**src/rtl/tmc_pkg.sv**
```systemverilog
package tmc_pkg;
  localparam int DQ_W  = 4;
  localparam int GRP   = 4;
  localparam int GRP_W = 2;

  typedef enum logic [1:0] {
    CYC_IDLE = 2'd0,
    CYC_ROW  = 2'd1,
    CYC_CBR  = 2'd2,
    CYC_WCBR = 2'd3
  } cyc_e;

  // Strobe ordering seen at the row strobe fall.
  function automatic cyc_e classify(input logic cas_n, input logic we_n);
    if (cas_n)     return CYC_ROW;
    else if (we_n) return CYC_CBR;
    else           return CYC_WCBR;
  endfunction

  // Per-pin equality over the four cells of one group.
  function automatic logic [DQ_W-1:0] lane_match(input logic [DQ_W-1:0] c0,
                                                 input logic [DQ_W-1:0] c1,
                                                 input logic [DQ_W-1:0] c2,
                                                 input logic [DQ_W-1:0] c3);
    logic [DQ_W-1:0] f;
    for (int p = 0; p < DQ_W; p++)
      f[p] = (c0[p] == c1[p]) && (c1[p] == c2[p]) && (c2[p] == c3[p]);
    return f;
  endfunction
endpackage

```
**src/rtl/tmc_strobe_dec.sv**
```systemverilog
module tmc_strobe_dec
  import tmc_pkg::*;
(
  input  logic clk,
  input  logic rst_n,
  input  logic ras_n,
  input  logic cas_n,
  input  logic we_n,
  output logic ras_fall,
  output cyc_e cyc,
  output logic col_open,
  output logic col_read,
  output logic acc_go,
  output logic wr_go,
  output logic test_mode
);
  logic ras_q, cas_q, saw_cas;
  logic ras_rise, cas_fall, cas_rise;

  assign ras_fall = ras_q & ~ras_n;
  assign ras_rise = ~ras_q & ras_n;
  assign cas_fall = cas_q & ~cas_n;
  assign cas_rise = ~cas_q & cas_n;

  // A column access exists only inside a row cycle still held open.
  assign acc_go = cas_fall && (cyc == CYC_ROW) && !ras_n;
  assign wr_go  = acc_go && !we_n;

  always_ff @(posedge clk) begin
    if (!rst_n) begin
      ras_q     <= 1'b1;
      cas_q     <= 1'b1;
      cyc       <= CYC_IDLE;
      saw_cas   <= 1'b0;
      col_open  <= 1'b0;
      col_read  <= 1'b0;
      test_mode <= 1'b0;
    end else begin
      ras_q <= ras_n;
      cas_q <= cas_n;

      if (ras_fall) begin
        cyc     <= classify(cas_n, we_n);
        saw_cas <= 1'b0;
      end else if (ras_rise) begin
        cyc <= CYC_IDLE;
      end

      if (acc_go) begin
        saw_cas  <= 1'b1;
        col_open <= 1'b1;
        col_read <= we_n;
      end else if (cas_rise || ras_rise) begin
        col_open <= 1'b0;
      end

      // Mode moves only on row strobe edges.
      if (ras_fall) begin
        if (!cas_n) test_mode <= !we_n;
      end else if (ras_rise && (cyc == CYC_ROW) && !saw_cas) begin
        test_mode <= 1'b0;
      end
    end
  end

  a_r1_wcbr_enters: assert property (@(posedge clk) disable iff (!rst_n)
    (ras_fall && !cas_n && !we_n) |=> test_mode);
  a_r2_cbr_leaves: assert property (@(posedge clk) disable iff (!rst_n)
    (ras_fall && !cas_n && we_n) |=> !test_mode);
  a_r3_access_keeps_mode: assert property (@(posedge clk) disable iff (!rst_n)
    (ras_rise && saw_cas) |=> $stable(test_mode));
  a_r9_mode_only_on_ras_edge: assert property (@(posedge clk) disable iff (!rst_n)
    (!ras_fall && !ras_rise) |=> $stable(test_mode));
endmodule

```
**config.mk**
```make
export PLATFORM = sky130hd
export DESIGN_NAME = tmc_strobe_dec
export DESIGN_NICKNAME = d
export VERILOG_FILES = /design/src/rtl/tmc_pkg.sv /design/src/rtl/tmc_strobe_dec.sv
export SDC_FILE = /design/constraint.sdc
export NUM_CORES = 1
export LEC_CHECK = 0
export ABC_AREA = 0
export BUFFER_PORTS_ARGS = -buffer_cell sky130_fd_sc_hd__buf_2
export CAP_MARGIN = 5
export CORE_AREA = 2 2 39 41
export DETAILED_ROUTE_END_ITERATION = 6
export DIE_AREA = 0 0 41 43
export PLACE_DENSITY = 0.6
export SLEW_MARGIN = 20
export SYNTH_ARGS = -nofsm -noshare
export SYNTH_HDL_FRONTEND = slang
export SYNTH_SLANG_ARGS = --single-unit
```
**constraint.sdc**
```tcl
create_clock -name clk -period 1.5 [get_ports clk]
set_clock_uncertainty 0.2 [all_clocks]
set_input_delay 0.225 -clock clk [delete_from_list [all_inputs] [get_ports clk]]
set_output_delay 0.225 -clock clk [all_outputs]
set_load 0.05 [all_outputs]
```
==> summary.md <==
| Metric | Value |
|---|---|
| Number of global-route vias before repair | 287 |
| Commonest cells after routing, fill and taps aside | buf_2, dfxtp_1, nand2_1, nand2b_1, clkbuf_4 |
| Fmax | 612.5 MHz |
| Initial core utilization | 27.03% |
| Final Hold Fails | 0 |
| FF/Latch Area | 165.2 sq um |
| Layout overhead on the synthesized area | 44.82% |
| Worst setup startpoint | cyc[0] |
| Via/cell ratio | 4.446 |
| FF-to-FF Start | cyc[0] |
| Met1 global-route usage | 13.55% |
| Maximum fanout along the worst path | 3 |
| Final setup margin | -0.1327 ns |
| Power Density | 912.7 nW/um^2 |
| Area after DPL | 465.4 sq um |
| Multi-input logic area | 205.2 sq um |
| Root Buffer | clkbuf_4 |
| CTS buffer count | 3 |
| GR Overflow Total | 0 |
| Hpwl dp | 545.1 um |
| CTS tree | yes |
| Post-Synthesis Cells | 40 |
| Failing checks | negative setup slack |
| Syn. warnings | 0 |
| 1st-iter DRT viols | 5 |
| Antenna Nets Post-Route | 0 |
| Die Y | 43 um |
| Period utilisation layout | 108.8% |
| Share of cells above drive strength 1 | 39.66% |
| Max clock buf depth | 2 |
| Total Die Area | 1763 sq um |
| Worst EP required | 1.07 ns |
| Arr. time, crit path | 1.21 ns |
| Crit Path Category | flop to primary output |
| Wirelength, routed | 750 um |
| Synth Cell Area | 374.1 sq um |
| DR DRC count | 0 |
| Drt first pass iters | 4 |
| Max VDD drop | 0.3288 mV |
| Gr busiest metal | met1 |
| Core Region | 1384 sq um |
| Met3 GRT Util | 1.571% |
| CTS sink cnt | 8 |
| Vias | 329 |
| Final core occ | 39.15% |
| Commonest non-fill, non-tap cell in the layout | buf_2 |
| Initial antenna violation count | 0 |
| Terminus of the critical flop-to-flop path | col_open |
| Fillers | 151 |
| Tmin final | 1.633 ns |
| Syn nets | 47 |
| H-Tree Depth | 1 |
| Critical Path End | wr_go |
| FF-to-FF path depth | 5 |
| Final-report max-slew violation count | 0 |
| Register bit count reported by yosys | 8 |
| Total Routing Usage GR | 10.35% |
| Slew @ Worst Pin | 0.2482 ns |
| Largest net degree at the start of global routing | 11 |
| Run status | finished, violations left |
| Final net count | 66 |
| Library cells used by synthesis | 20 |
| Hold slack | 0.01734 ns |
| Worst R2R Setup Slack | 0.14 ns |
| PortBufs | 12 |
| Clock-pin slew on the worst setup and hold paths | 0.06 ns |
| I/O Pins | 13 |
| Final Wtd Congestion | 0.7018 |
| Met2 Resource Use GR | 12.50% |
| Leak | 0.2525 nW |
| Mean post-synth cell area | 9.353 sq um |
| First-pass GRT wire length | 1186 um |
| DP Worst Slack | 0.04484 ns |
| Routed length per instance | 10.14 um |
| Sum of negative setup slack | -0.2272 ns |
| Diode count | 0 |
| Slew margin rel. | 83.57% |
| Clock insertion delay at the later pin of the skew report | 0.27 ns |
| RSZ-0062 raised after global routing | true |
| Startpoint type of the worst setup path | flop |
| Num rows | 14 |
| Final Setup Violations | 2 |
| Max-cap violations | 0 |
| Die Wd | 41 um |
| Min-Delay Path Class | primary input to flop |
| Cell area after layout | 541.8 sq um |
| Register area share after synthesis | 42.81% |
| Critical path endpoint category | primary output |
-- cell usage after synthesis, drive strengths merged --
cell | number | area, sq um
nand2 | 5 | 18.77
nor2 | 2 | 7.510
o21a | 2 | 15.01
ha | 2 | 25.02
dfxtp | 8 | 160.2
buf | 2 | 16.26
nor2b | 4 | 32.53
a21boi | 1 | 7.510
a41o | 1 | 10.01
nand3b | 1 | 7.510
nand2b | 3 | 18.77
inv | 2 | 7.510
mux2i | 1 | 10.01
nand3 | 1 | 5.000
and2 | 1 | 6.260
nor3b | 2 | 15.01
and3 | 1 | 6.260
o21ai | 1 | 5.000
-- report_power, final --
part / switching, mW / internal [mW] / total [mW]
Sequential: 0.00451 / 0.220 / 0.224
Clock: 0.0848 / 0.103 / 0.187
Combinational: 0.0498 / 0.0330 / 0.0828
-- cell families after synthesis --
family,Yosys count,share of synthesized area (%)
adders and majority gates,2,6.688
DFF,8,42.81
AOI/OAI and AO/OA,5,10.03
muxes,1,2.676
buffers and inverters,4,6.354
and+or+nand+nor,20,31.44
-- through the flow --
stage / power [mW] / std cells
finish: 0.4945 / 74
global route: 0.5194 / 74
CTS: 0.5061 / 74
detailed placement: 0.3041 / 67
global placement: 0.3043 / 67
floorplan: 0.2861 / 40
-- cell type report --
class / count / area share [%]
repair buffers: 16 / 21.71
inverters: 2 / 1.386
clock buffers: 4 / 4.850
flip-flops and latches: 8 / 30.48
well taps: 16 / 3.695
multi-input cells: 28 / 37.88
-- state kept, by name, indices dropped and copies added, names as in the netlist --
name,count
ras_q,1
saw_cas,1
cyc,2
col_read,1
cas_q,1
test_mode,1
col_open,1
-- what timing repair did --
item	4_1_cts	5_1_grt
cloned	0	0
pin swaps	0	0
buffers inserted	1	0
hold buffers	2	0
endpoints found under the hold margin	2	0
resized for setup	6	1
endpoints found under the setup margin	3	3
-- metal layers --
metal | share of wire (%) | up-vias
li1 | - | 167
met1 | 46 | 146
met2 | 42 | 13
met3 | 7.6 | 3
met4 | 4.3 | 0
met5 | 0 | -
-- how the worst min path moves through the flow --
| stage | start | endpoint | depth (start not counted) |
|---|---|---|---|
| 3_5_place_dp | col_read | col_read | 2 |
| 4_1_cts | rst_n | ras_q | 2 |
| 2_1_floorplan | cas_n | cas_q | 1 |
| 6_report | rst_n | ras_q | 2 |
| 5_1_grt | rst_n | ras_q | 2 |
| 3_3_place_gp | col_read | col_read | 2 |
-- worst max-delay path, cell delays in order, from the launching register on --
cell	delay (ns)
dfxtp_4	0.34
nor2b_4	0.14
and3_4	0.18
nor2b_4	0.13
buf_6	0.16
(Power assumes the default switching activity.)
